--- src/rtl/msort_pkg.sv ---
package msort_pkg;
  // strobes from control to datapath
  typedef struct packed {
    logic accept;     // message taken this cycle
    logic fresh;      // first message of a round
    logic roundZero;  // round 0: start from empty list
    logic wrSel;      // buffer written this round
    logic clrZero;    // first message of an update
  } strobe_t;
endpackage

--- src/rtl/msort_ctrl.sv ---
module msort_ctrl
  import msort_pkg::*;
#(
  parameter int DC = 6,
  parameter int IW = 3
) (
  input  logic          clk,
  input  logic          rst,
  input  logic          inValid,
  input  logic          inLast,
  output logic          inReady,
  output strobe_t       stb,
  output logic [IW-1:0] nodeIdx,
  output logic          done,
  output logic          finalSel
);
  localparam logic [IW-1:0] LAST_NODE = IW'(DC - 1);
  localparam logic FINAL_PARITY = 1'((DC - 1) % 2);

  logic [IW-1:0] nodeQ;
  logic freshQ, wrSelQ, startQ, doneQ, finalQ;
  logic accept;

  assign accept  = inValid && !doneQ;
  assign inReady = !doneQ;

  always_ff @(posedge clk) begin
    if (rst) begin
      nodeQ  <= '0;
      freshQ <= 1'b1;
      wrSelQ <= 1'b0;
      startQ <= 1'b1;
      doneQ  <= 1'b0;
      finalQ <= 1'b0;
    end else begin
      doneQ <= 1'b0;
      if (accept) begin
        startQ <= 1'b0;
        freshQ <= inLast;
        if (inLast) begin
          if (nodeQ == LAST_NODE) begin
            nodeQ  <= '0;
            wrSelQ <= 1'b0;
            startQ <= 1'b1;
            doneQ  <= 1'b1;
            finalQ <= wrSelQ;
          end else begin
            nodeQ  <= nodeQ + 1'b1;
            wrSelQ <= ~wrSelQ;
          end
        end
      end
    end
  end

  always_comb begin
    stb.accept    = accept;
    stb.fresh     = freshQ;
    stb.roundZero = (nodeQ == '0);
    stb.wrSel     = wrSelQ;
    stb.clrZero   = startQ;
  end

  assign nodeIdx  = nodeQ;
  assign done     = doneQ;
  assign finalSel = finalQ;

  AST_DONE_ONE_CYCLE: assert property (@(posedge clk) disable iff (rst)
    doneQ |=> !doneQ);
  AST_FINAL_PARITY: assert property (@(posedge clk) disable iff (rst)
    $rose(doneQ) |-> (finalQ == FINAL_PARITY));
  AST_SEL_HOLD: assert property (@(posedge clk) disable iff (rst)
    (doneQ && !inValid) |=> $stable(finalQ));
endmodule

--- src/rtl/msort_dpath.sv ---
module msort_dpath
  import msort_pkg::*;
#(
  parameter int P  = 4,
  parameter int W  = 5,
  parameter int K  = 4,
  parameter int ZD = 8,
  parameter int IW = 3
) (
  input  logic                       clk,
  input  logic                       rst,
  input  strobe_t                    stb,
  input  logic [IW-1:0]              nodeIdx,
  input  logic [P-1:0]               inElem,
  input  logic [W-1:0]               inLlr,
  input  logic                       readSel,
  output logic [$clog2(K+1)-1:0]     outCnt,
  output logic [K*P-1:0]             outElem,
  output logic [K*W-1:0]             outLlr,
  output logic [K*IW-1:0]            outIdx,
  output logic [$clog2(ZD+1)-1:0]    zeroCnt,
  output logic [ZD*P-1:0]            zeroElem,
  output logic [P-1:0]               zeroSum
);
  localparam int CW  = $clog2(K + 1);
  localparam int ZCW = $clog2(ZD + 1);

  // two list buffers
  logic [P-1:0]  elemQ [2][K];
  logic [W-1:0]  llrQ  [2][K];
  logic [IW-1:0] idxQ  [2][K];
  logic [CW-1:0] cntQ  [2];

  // zero store
  logic [P-1:0]   zElemQ [ZD];
  logic [ZCW-1:0] zCntQ;
  logic [P-1:0]   zSumQ;

  logic          isZero;
  logic          baseSel;
  logic [CW-1:0] baseCnt, newCnt, pos;
  logic [P-1:0]  baseE [K];
  logic [W-1:0]  baseL [K];
  logic [IW-1:0] baseI [K];
  logic [P-1:0]  newE  [K];
  logic [W-1:0]  newL  [K];
  logic [IW-1:0] newI  [K];

  assign isZero  = (inLlr == '0);
  // first message of a round reads the other buffer; later ones extend the write buffer
  assign baseSel = stb.fresh ? ~stb.wrSel : stb.wrSel;

  always_comb begin
    baseCnt = (stb.fresh && stb.roundZero) ? '0 : cntQ[baseSel];
    for (int i = 0; i < K; i++) begin
      baseE[i] = elemQ[baseSel][i];
      baseL[i] = llrQ[baseSel][i];
      baseI[i] = idxQ[baseSel][i];
    end
    // insertion slot: after every stored entry with LLR <= new LLR
    pos = '0;
    for (int i = 0; i < K; i++) begin
      if ((CW'(i) < baseCnt) && (baseL[i] <= inLlr)) pos = CW'(i + 1);
    end
    for (int i = 0; i < K; i++) begin
      if (isZero || (CW'(i) < pos)) begin
        newE[i] = baseE[i];
        newL[i] = baseL[i];
        newI[i] = baseI[i];
      end else if (CW'(i) == pos) begin
        newE[i] = inElem;
        newL[i] = inLlr;
        newI[i] = nodeIdx;
      end else begin
        newE[i] = baseE[(i == 0) ? 0 : i - 1];
        newL[i] = baseL[(i == 0) ? 0 : i - 1];
        newI[i] = baseI[(i == 0) ? 0 : i - 1];
      end
    end
    if (!isZero && (baseCnt < CW'(K))) newCnt = baseCnt + 1'b1;
    else newCnt = baseCnt;
  end

  always_ff @(posedge clk) begin
    if (rst) begin
      for (int b = 0; b < 2; b++) begin
        cntQ[b] <= '0;
        for (int i = 0; i < K; i++) begin
          elemQ[b][i] <= '0;
          llrQ[b][i]  <= '0;
          idxQ[b][i]  <= '0;
        end
      end
    end else if (stb.accept) begin
      cntQ[stb.wrSel] <= newCnt;
      for (int i = 0; i < K; i++) begin
        elemQ[stb.wrSel][i] <= newE[i];
        llrQ[stb.wrSel][i]  <= newL[i];
        idxQ[stb.wrSel][i]  <= newI[i];
      end
    end
  end

  logic [ZCW-1:0] zSlot;
  assign zSlot = stb.clrZero ? '0 : zCntQ;

  always_ff @(posedge clk) begin
    if (rst) begin
      zCntQ <= '0;
      zSumQ <= '0;
      for (int i = 0; i < ZD; i++) zElemQ[i] <= '0;
    end else if (stb.accept) begin
      zSumQ <= (stb.clrZero ? '0 : zSumQ) ^ (isZero ? inElem : '0);
      if (isZero && (zSlot < ZCW'(ZD))) begin
        zElemQ[zSlot] <= inElem;
        zCntQ <= zSlot + 1'b1;
      end else begin
        zCntQ <= zSlot;
      end
    end
  end

  always_comb begin
    outCnt = cntQ[readSel];
    for (int i = 0; i < K; i++) begin
      outElem[i*P +: P]  = elemQ[readSel][i];
      outLlr[i*W +: W]   = llrQ[readSel][i];
      outIdx[i*IW +: IW] = idxQ[readSel][i];
    end
    for (int i = 0; i < ZD; i++) zeroElem[i*P +: P] = zElemQ[i];
  end
  assign zeroCnt = zCntQ;
  assign zeroSum = zSumQ;

  for (genvar b = 0; b < 2; b++) begin : g_bufChk
    AST_CNT_BOUND: assert property (@(posedge clk) disable iff (rst)
      cntQ[b] <= CW'(K));
    for (genvar g = 0; g < K; g++) begin : g_entry
      AST_NO_ZERO_LLR: assert property (@(posedge clk) disable iff (rst)
        (CW'(g) < cntQ[b]) |-> (llrQ[b][g] != '0));
      if (g < K - 1) begin : g_pair
        AST_ASCENDING: assert property (@(posedge clk) disable iff (rst)
          (CW'(g + 1) < cntQ[b]) |-> (llrQ[b][g] <= llrQ[b][g+1]));
      end
    end
  end

  AST_ZCNT_BOUND: assert property (@(posedge clk) disable iff (rst)
    zCntQ <= ZCW'(ZD));
  AST_XOR_STEP: assert property (@(posedge clk) disable iff (rst)
    (stb.accept && isZero && !stb.clrZero) |=> (zSumQ == $past(zSumQ ^ inElem)));
  AST_XOR_RESTART: assert property (@(posedge clk) disable iff (rst)
    (stb.accept && stb.clrZero && !isZero) |=> (zSumQ == '0));
  AST_IDLE_HOLD: assert property (@(posedge clk) disable iff (rst)
    !stb.accept |=> ($stable(zSumQ) && $stable(zCntQ) && $stable(cntQ[0]) && $stable(cntQ[1])));
endmodule

--- src/rtl/nbldpc_msg_sorter.sv ---
module nbldpc_msg_sorter
  import msort_pkg::*;
#(
  parameter int P  = 4,
  parameter int DC = 6,
  parameter int K  = 4,
  parameter int W  = 5,
  parameter int ZD = 8,
  localparam int IW  = (DC > 1) ? $clog2(DC) : 1,
  localparam int CW  = $clog2(K + 1),
  localparam int ZCW = $clog2(ZD + 1)
) (
  input  logic              clk,
  input  logic              rst,
  input  logic              inValid,
  output logic              inReady,
  input  logic [P-1:0]      inElem,
  input  logic [W-1:0]      inLlr,
  input  logic              inLast,
  output logic              done,
  output logic              finalSel,
  output logic [CW-1:0]     outCnt,
  output logic [K*P-1:0]    outElem,
  output logic [K*W-1:0]    outLlr,
  output logic [K*IW-1:0]   outIdx,
  output logic [ZCW-1:0]    zeroCnt,
  output logic [ZD*P-1:0]   zeroElem,
  output logic [P-1:0]      zeroSum
);
  strobe_t       stb;
  logic [IW-1:0] nodeIdx;

  msort_ctrl #(.DC(DC), .IW(IW)) uCtrl (
    .clk(clk), .rst(rst), .inValid(inValid), .inLast(inLast),
    .inReady(inReady), .stb(stb), .nodeIdx(nodeIdx),
    .done(done), .finalSel(finalSel)
  );

  msort_dpath #(.P(P), .W(W), .K(K), .ZD(ZD), .IW(IW)) uDpath (
    .clk(clk), .rst(rst), .stb(stb), .nodeIdx(nodeIdx),
    .inElem(inElem), .inLlr(inLlr), .readSel(finalSel),
    .outCnt(outCnt), .outElem(outElem), .outLlr(outLlr), .outIdx(outIdx),
    .zeroCnt(zeroCnt), .zeroElem(zeroElem), .zeroSum(zeroSum)
  );
endmodule

--- config.mk ---
export PLATFORM = sky130hd
export DESIGN_NAME = nbldpc_msg_sorter
export DESIGN_NICKNAME = d
export VERILOG_FILES = /design/src/rtl/msort_pkg.sv /design/src/rtl/msort_ctrl.sv /design/src/rtl/msort_dpath.sv /design/src/rtl/nbldpc_msg_sorter.sv
export SDC_FILE = /design/constraint.sdc
export NUM_CORES = 1
export LEC_CHECK = 0
export BUFFER_PORTS_ARGS = -buffer_cell sky130_fd_sc_hd__buf_2
export CORE_MARGIN = 5
export CORE_UTILIZATION = 30
export DETAILED_ROUTE_END_ITERATION = 16
export SLEW_MARGIN = 10
export SYNTH_ARGS = -nofsm -noshare
export SYNTH_HDL_FRONTEND = slang
export SYNTH_SLANG_ARGS = --single-unit
export TNS_END_PERCENT = 30
--- constraint.sdc ---
create_clock -name clk -period 4.7 [get_ports clk]
set_clock_uncertainty 0.2 [all_clocks]
set_input_delay 0.47 -clock clk [delete_from_list [all_inputs] [get_ports clk]]
set_output_delay 0.47 -clock clk [all_outputs]
set_load 0.03 [all_outputs]
Yosys cells after proc, flatten, opt, wreduce, memory -nomap -nowiden
Memory sizes are Yosys's and may differ from the RTL's. A register that Yosys moved wholly into a read port is not among the register bits.
Cells that the tools add are included.
Storage, ports and cells
  flip-flop bits (word level): 16
  memory bits (writable): 134
  input bits: 13
  output and inout bits: 94
  word-level logic and storage cells: 133
  memories: 5
Operators by class
  $add $sub $neg: 3
  $lt $le $gt $ge: 14
  equality and inequality tests: 4
  mux-type cells: 71
  bitwise gates (word level): 3
  reduce and logical (&&, ||, !) cells: 25
Memory list
  uDpath.llrQ: depth 2, width 20, read ports 2, clocked after Yosys merged registers in 1, write ports 2, RTL line msort_dpath.sv:30  | logic [W-1:0] llrQ [2][K];
  uDpath.elemQ: depth 2, width 16, read ports 2, clocked after Yosys merged registers in 1, write ports 2, RTL line msort_dpath.sv:29  | logic [P-1:0] elemQ [2][K];
  uDpath.zElemQ: depth 8, width 4, read ports 8, clocked after Yosys merged registers in 0, write ports 8, RTL line msort_dpath.sv:35  | logic [P-1:0] zElemQ [ZD];
  uDpath.idxQ: depth 2, width 12, read ports 2, clocked after Yosys merged registers in 1, write ports 2, RTL line msort_dpath.sv:31  | logic [IW-1:0] idxQ [2][K];
  uDpath.cntQ: depth 2, width 3, read ports 2, clocked after Yosys merged registers in 1, write ports 2, RTL line msort_dpath.sv:32  | logic [CW-1:0] cntQ [2];
Operator list (count)
  two-way mux 4 bit: 13
  two-way mux 3 bit: 14
  two-way mux 5 bit: 8
  two-way mux 1 bit: 31
  less-or-equal comparator 5 bit: 4
  two-way mux 20 bit: 1
  OR reduction 20 bit: 1
  two-way mux 16 bit: 1
  OR reduction 16 bit: 1
  < comparator 1 x 3 -> 1 bit, first input constant: 4
  < comparator 2 x 3 -> 1 bit, first input constant: 4
  two-way mux 12 bit: 1
  OR reduction 12 bit: 1
  logical AND 1 bit: 8
  adder 3 x 1 -> 3 bit, second input constant: 2
  == test 2 x 3 -> 1 bit, first input constant: 2
  zero test 3 bit: 2
  zero test 5 bit: 1
  adder 4 x 1 -> 4 bit, second input constant: 1
  logical OR 1 bit: 4
  < comparator 4 bit, second input constant: 1
  two-way mux 2 bit: 2
  OR reduction 4 bit: 1
  bitwise XOR 4 bit: 1
  9 further kinds: 11

Logic depth before layout (Yosys ltp)
Gate-level depths: netlist of the first run.
An unclocked memory read counts as a cell.
  depth after elaboration: 14
  depth in mapped cells: 15

Hierarchy
Synthesis of the first run repeated with hierarchy kept, for this count alone.
Unflattened totals
  cell total of the unflattened synthesis: 713
  area, all modules: 8300.5 sq um
By module, submodules not included
  msort_dpath: instances 1, cells an instance 672, area an instance 7930.1 sq um, sequential area each 4184.0 sq um
  msort_ctrl: instances 1, cells an instance 41, area an instance 370.4 sq um, sequential area each 160.2 sq um

Worst setup path before layout of the first run
OpenSTA, ideal clock, no wires.
  kind: flip-flop to flip-flop
  start point: reg uCtrl.wrSelQ
  end point: mem uDpath.idxQ[0][11] (netlist name), data pin
  library setup time: 0.266 ns
  arrival: 3.691 ns
  path slack: 0.543 ns
  cell stages (with the launch flop): 16
  path buffers: 4
  clock period less this slack: 4.157 ns
  cell sequence: dfxtp_1 -> buf_2 -> xor2_4 -> buf_2 -> buf_2 -> mux2i_1 -> inv_1 -> ha_1 -> o21a_1 -> o22ai_1 -> a21oi_1 -> a21bo_2 -> a221oi_4 -> buf_6 -> mux2i_1 -> nor2_1
RTL lines
  from (decl): RTL line msort_ctrl.sv:21  | logic freshQ, wrSelQ, startQ, doneQ, finalQ;
  from (signal assigned): RTL line msort_ctrl.sv:49  | wrSelQ <= ~wrSelQ;
  to (decl): RTL line msort_dpath.sv:31

==> flow_summary.ini, run 1 <==
[global_route]
grt_max_degree = 37
grt_pass1_vias = 6073
overflow = 0
grt_first_pass_wirelength_um = 34660
track_usage = 0.1440
antenna_found_initial = 0

[sta]
tightest_slew_ps = 1019
fin_crit_ps = 4277
drv_slew = 0
worst_slew_margin_rel = 0.3208
hold_viol = 0
tns_ps = 0
post-route-period-util = 0.9099
rsz0062_at_grt = no
finalSetupViolCount = 0
fmax_mhz = 233.8

[min_path]
hold_class = input port to flip-flop
min_from = inLast
min_to = uCtrl.freshQ$_SDFFE_PP1P_
hold_depth = 3

[setup_path]
arrival_ps = 4230
critical-path-top-delay-family = compound AO/OA/AOI/OAI gates
reg2regPathDepth = 13
r2r_end = uDpath.elemQ[1][4]$_DFFE_PP_
crit_chain = xor2_4 > buf_12 > mux2_2 > ha_1 > o21ai_0 > a21oi_1 > o31ai_1 > buf_4 > a21oi_2 > buf_4 > a22o_1 > nand2_1 > o22ai_1
slowest_stage = dfxtp_1
crit_buf_inv = 3
crit_path_end_kind = flip-flop
path_class = flip-flop to flip-flop
r2r_start = uCtrl.wrSelQ$_SDFFE_PP0P_
max_stage_delay_ps = 530
crit_path_start_kind = flip-flop
cp_max_fo = 24
cpMostUsedCell = buf_4
r2r_setup_slack_ps = 420
crit_required_ps = 4650

[yosys]
synthArstFlopShare = 0
yosysUniqueCellTypes = 55
avgSynthCellArea_um2 = 11.59
yosys_most_used_dff = edfxtp_1
syn-num-nets = 763
ys_seq_area_frac = 0.5172
yosysWarnings = 0
synth-seq-cells = 151
syn_area_um2 = 8438
synth_edf_count = 134
netlist_instances = 728

[power]
vdd_ir_drop_max_uv = 268.1
p_int_mw = 2.720
p_comb_frac = 0.231
powerDensity_nw_per_um2 = 397.8
switching_share = 0.3151
clkPwrFrac = 0.360
switchingPower_mw = 1.251
p_leak_nw = 4.129
p_seq_frac = 0.409

[floorplanning]
die_h_um = 177.7
rows = 61
core_um2 = 27780
io_pins = 107
die-area_um2 = 31580
die_w_um = 177.7
start_util = 0.3037

[clock_tree]
cts_root_buf = clkbuf_16
cts_sinks = 151
cts_buffer_depth = 2
clock_latency_ps = 430
cts_buffers = 17
clk_pin_slew_ps = 60
ctsHtreeMaxLevel = 4
cts_tree = done

[route]
final_antenna_net_count = 0
drcViolationCount = 0
wl_per_cell_um = 18.72
drt_iter0_drc = 495
dr_total_vias = 6078
vias_per_cell = 5.011
wirelength_um = 22710
drt-pass1-iter-count = 5

[layout]
n_antenna_cell = 0
stdcell_area_um2 = 9985
nNetsFinal = 857
drive_gt1_frac = 0.3054
area_growth_pct = 18.33

[placed_design]
dp_hpwl_um = 15800
placed_area_um2 = 9370
place_congestion = 0.7967
io_buffers = 106

[flow_run]
drv_cap = 0

[outcome]
status = complete, no violations
-- layout by cell type (no fill, tap or decap), types with 16 or more instances in the layout --
cell and count:
nor2_1 87, buf_2 106, edfxtp_1 134, ha_1 22, o22ai_1 25, nand2_1 25, o21ai_0 16, clkbuf_16 17
and2_1 21, mux2i_1 71, buf_4 17, a21oi_1 29, dfxtp_1 16, mux2_2 79, nor3_1 27, inv_1 25
a211oi_1 26
-- repair_timing --
action	in CTS	in global routing
resized for setup	0	1
hold buffers	0	0
hold endpoints to repair	0	0
setup endpoints to repair	0	24
setup buffers	0	1
-- power by group through the flow --
stage	registers, mW	clock network, mW	logic, mW
3_3_place_gp	1.65	0	0.907
6_report	1.62	1.43	0.917
4_1_cts	1.62	1.45	0.921
2_1_floorplan	1.66	0	0.665
3_5_place_dp	1.65	0	0.917
5_1_grt	1.64	1.51	0.999
-- cells by family after synthesis --
kind of cell	count (synthesis)	share of synthesized area
compound gates	115	0.09060
xor+xnor	3	0.005339
fa+ha+maj	22	0.03262
buf+inv	74	0.03663
flops	151	0.5172
mux	157	0.1990
simple gates	206	0.1186
-- state kept, by name (all words and copies together), names as in the netlist, 3 cells and up, named ones only --
signal	flops
uDpath.llrQ	40
uDpath.elemQ	32
uDpath.zElemQ	32
uDpath.idxQ	24
uDpath.cntQ	6
uDpath.zeroCnt	4
uDpath.zeroSum	4
uCtrl.nodeIdx	3
-- worst max-delay path by stage --
stage | from | depth (start not counted) | to | slack, ps
after CTS | uCtrl.wrSelQ$_SDFFE_PP0P_ | 12 | uDpath.llrQ[1][9]$_DFFE_PP_ | 160
after global placement | uCtrl.wrSelQ$_SDFFE_PP0P_ | 12 | uDpath.llrQ[1][9]$_DFFE_PP_ | 280
after detailed placement | uCtrl.wrSelQ$_SDFFE_PP0P_ | 12 | uDpath.llrQ[1][9]$_DFFE_PP_ | 190
final | uCtrl.wrSelQ$_SDFFE_PP0P_ | 13 | uDpath.elemQ[1][4]$_DFFE_PP_ | 420
after global routing | uCtrl.wrSelQ$_SDFFE_PP0P_ | 12 | uDpath.elemQ[0][7]$_SDFFCE_PN0P_ | 140
after floorplan | uCtrl.wrSelQ$_SDFFE_PP0P_ | 15 | uDpath.idxQ[0][11]$_SDFFCE_PN0P_ | 540
-- cell type report --
class	instances	area (um2)
Fill cell	2804	17800
Multi-Input combinational cell	503	3770
Tap cell	378	473.0
Sequential cell	151	4365
Inverter	25	93.84
Timing Repair Buffer	124	678.2
Clock inverter	15	178.9
Clock buffer	17	425.4
-- layer usage --
layer,part of all wire,up-vias,global-route usage
met5,0,-,0
met4,0.013,0,0.03352
met3,0.061,23,0.03451
met2,0.46,187,0.2316
met1,0.46,2963,0.1973
li1,-,2905,-
-- through the flow --
| stage | total power [mW] | setup slack, ps | instances | hold WS, ps | utilization |
|---|---|---|---|---|---|
| after global placement | 2.558 | 280.2 | 1180 | 283.2 | 0.3373 |
| after CTS | 3.997 | 156.1 | 1212 | 181.0 | 0.3590 |
| after detailed placement | 2.571 | 186.7 | 1180 | 300.7 | 0.3373 |
| after floorplan | 2.325 | 542.8 | 728 | 343.9 | - |
| after global routing | 4.148 | 143.2 | 1213 | 225.6 | 0.3594 |
| final | 3.971 | 423.4 | 1213 | 201.5 | 0.3594 |
-- synth_stat cells (2+ instances only) --
cell	n	area, um2
and2_1	21	131.4
and4_1	2	17.52
mux2_2	79	889.6
buf_2	10	50.05
nor2_1	88	330.3
a211oi_1	26	195.2
dfxtp_1	17	340.3
inv_1	25	93.84
o21ai_0	16	80.08
a21oi_1	29	145.1
buf_4	3	22.52
a211o_1	2	17.52
nor2b_1	7	43.79
buf_1	5	18.77
or2_2	6	37.54
nor3b_1	3	22.52
mux2_1	7	78.83
ha_1	22	275.3
xnor2_1	2	17.52
clkbuf_1	30	112.6
o22ai_1	25	156.4
nor3_1	27	135.1
o31ai_1	2	15.01
edfxtp_1	134	4024
nor4_1	4	25.02
nand2_1	26	97.59
nand2b_1	2	12.51
nand3_1	11	55.05
mux2i_1	71	710.7
-- worst reg2reg max path, delay by kind of cell, from the launching register on --
kind	cells	cell delay, ps
DFF	1	530
muxes	1	390
xor gates and xnor gates	1	380
AOI/OAI and AO/OA	6	1050
and+or+nand+nor	1	440
adders and majority gates	1	280
buffers and inverters	3	730
Note: power is estimated with default switching activity, not from simulation.
==> run 2, diff against run 1 <==
- ABC_AREA: not set -> 1
- SKIP_CTS_REPAIR_TIMING: not set -> 1
==> run 2 against run 1 <==
  * Via count up 21%
  * Largest cell class unchanged
  * Clock-buffer cell count unchanged
  * Flip-flop and latch count unchanged
  * Critical path type unchanged
==> flow_summary.ini, run 2 <==
[outcome]
status = complete, no violations

[setup_path]
crit_chain = inv_2 > nand2_1 > nand2_2 > o21ai_0 > ha_1 > nand2_1 > o21bai_1 > nand2_1 > o21ai_0 > nand2_1 > buf_4 > nand3_1 > a21oi_1 > nand2_1 > nor2_1
crit_required_ps = 4660
slowest_stage = o21ai_0
cp_max_fo = 27
critical-path-top-delay-family = simple AND/OR/NAND/NOR gates
max_stage_delay_ps = 590
crit_path_end_kind = flip-flop
crit_buf_inv = 2
path_class = flip-flop to flip-flop
crit_path_start_kind = flip-flop
cpMostUsedCell = nand2_1
arrival_ps = 4130

[layout]
fillerInstances = 3011
final_common_cell = nand2_1
nNetsFinal = 1194
n_antenna_cell = 0
largest_reg_flops = 40
largest_register = uDpath.llrQ
most-common-layout-cells = nand2_1, inv_1, nor2_1
area_growth_pct = 17.15
seq_area_um2 = 4367
drive_gt1_frac = 0.1561
multiInputGateArea_um2 = 3366
reg.largest.list = uDpath.llrQ x40, uDpath.elemQ x32, uDpath.zElemQ x32

[yosys]
post-synth-top-count-cell = nand2_1
avgSynthCellArea_um2 = 7.993
netlist_instances = 1074
yosysWarnings = 0
netlist_top_cells_area = edfxtp_1, nand2_1, inv_1
synthArstFlopShare = 0
syn-num-nets = 1109
syn_area_um2 = 8584
synth_edf_count = 134
synth-seq-cells = 151
synth_area_leader_cell = edfxtp_1
synth.top_cell.area_share = 0.4687
synth.top_cells.by_count = nand2_1, inv_1, nor2_1, edfxtp_1, o21ai_0
yosysUniqueCellTypes = 38
ys_seq_area_frac = 0.5084
yosys_most_used_dff = edfxtp_1

[flow_run]
drv_cap = 0

[power]
switching_share = 0.3518
switchingPower_mw = 1.422
p_total_mw = 4.044
vdd_ir_drop_max_uv = 229.1
powerDensity_nw_per_um2 = 402.1
p_seq_frac = 0.404
p_comb_frac = 0.249
p_int_mw = 2.621
p_leak_nw = 4.666
clkPwrFrac = 0.348

[placed_design]
io_buffers = 106
place_congestion = 0.8835
dp_hpwl_um = 17590

[global_route]
grt_max_degree = 65
antenna_found_initial = 0
grt_first_pass_wirelength_um = 39090
grt_pass1_vias = 7118
track_usage = 0.1570
overflow = 0

[route]
final_antenna_net_count = 0
drt_iter0_drc = 602
wirelength_um = 24900
vias_per_cell = 4.733
dr_total_vias = 7364
wl_per_cell_um = 16.00
drcViolationCount = 0
drt-pass1-iter-count = 4

[floorplanning]
io_pins = 107
core_um2 = 28470
rows = 62
die-area_um2 = 32100
start_util = 0.3015
die_w_um = 179.2
die_h_um = 179.2

[clock_tree]
cts_sinks = 151
cts_buffer_depth = 2
clk_pin_slew_ps = 70
cts_root_buf = clkbuf_16
cts_tree = done
cts_buffers = 17
clock_latency_ps = 430
ctsHtreeMaxLevel = 4

[sta]
post-route-period-util = 0.8859
tightest_slew_ps = 1133
hold_viol = 0
tns_ps = 0
finalSetupViolCount = 0
fmax_mhz = 240.2
fin_crit_ps = 4164
worst_slew_margin_rel = 0.2445
drv_slew = 0
rsz0062_at_grt = no

[min_path]
hold_class = input port to flip-flop
## run 2: changes by cell type in the layout (fill, tap and decap cells not counted), moves of 18 or more
cell and delta:
nand2_1 +238, inv_1 +126, o21ai_0 +80, mux2_2 -79
nand3_1 +79, mux2i_1 -71, nor2_1 +49, a211oi_1 -26
o22ai_1 -24, and2_1 -21, nor3_1 -18, o211ai_1 +18
## run 2: worst paths after layout
kind | cells past startpoint | start | slack (ps) | endpoint
min | 3 | inLast | 180 | uCtrl.freshQ$_SDFFE_PP1P_
max | 15 | uCtrl.freshQ$_SDFFE_PP1P_ | 540 | uDpath.llrQ[0][14]$_SDFFCE_PN0P_
min reg2reg | 2 | uCtrl.finalSel$_SDFFE_PP0P_ | 300 | flip-flop
max reg2reg | 15 | uCtrl.freshQ$_SDFFE_PP1P_ | 540 | uDpath.llrQ[0][14]$_SDFFCE_PN0P_
## run 2: cells by family after synthesis
group / synth area share
buf+inv: 0.1004
xor+xnor: 0.001020
compound gates: 0.09867
simple gates: 0.2594
fa+ha+maj: 0.03206
flops: 0.5084
## run 2: worst min-delay path: cells and delay by family
family | cells | cell delay (ps)
AOI/OAI and AO/OA | 1 | 110
and+or+nand+nor | 1 | 120
buffers and inverters | 1 | 80
## run 2: layer usage
metal	GRT usage	part of all wire	routed length, um
met1	0.2112	0.46	11460
met2	0.2511	0.46	11340
met3	0.03733	0.067	1663
met4	0.04856	0.018	447
met5	0	0	0
## run 2: area by class of cell
cell class | instances | share of cell area
Clock inverter | 15 | 0.01804
Inverter | 163 | 0.06133
Sequential cell | 151 | 0.4342
Multi-Input combinational cell | 708 | 0.3347
Timing Repair Buffer | 118 | 0.06171
Clock buffer | 17 | 0.04230
Tap cell | 384 | 0.04777
## run 2: metrics by stage
stage          setup WS [ps]    util  hold WS [ps]  std cells  area, um2
6_report               536.4  0.3533         184.6       1556      10060
5_1_grt                177.9  0.3533         194.4       1556      10060
4_1_cts                617.7  0.3533         168.3       1556      10060
3_5_place_dp           628.7  0.3319         270.4       1524       9450
3_3_place_gp           680.9  0.3319         268.1       1524       9450
2_1_floorplan           1597       -         307.7       1074       8584
## run 2: power by group through the flow
stage          Combinational, mW  Clock [mW]  Sequential [mW]
3_5_place_dp                1.00           0             1.66
6_report                    1.01        1.41             1.63
5_1_grt                     1.13        1.50             1.64
4_1_cts                     1.01        1.43             1.63
3_3_place_gp                1.00           0             1.66
2_1_floorplan              0.710           0             1.67
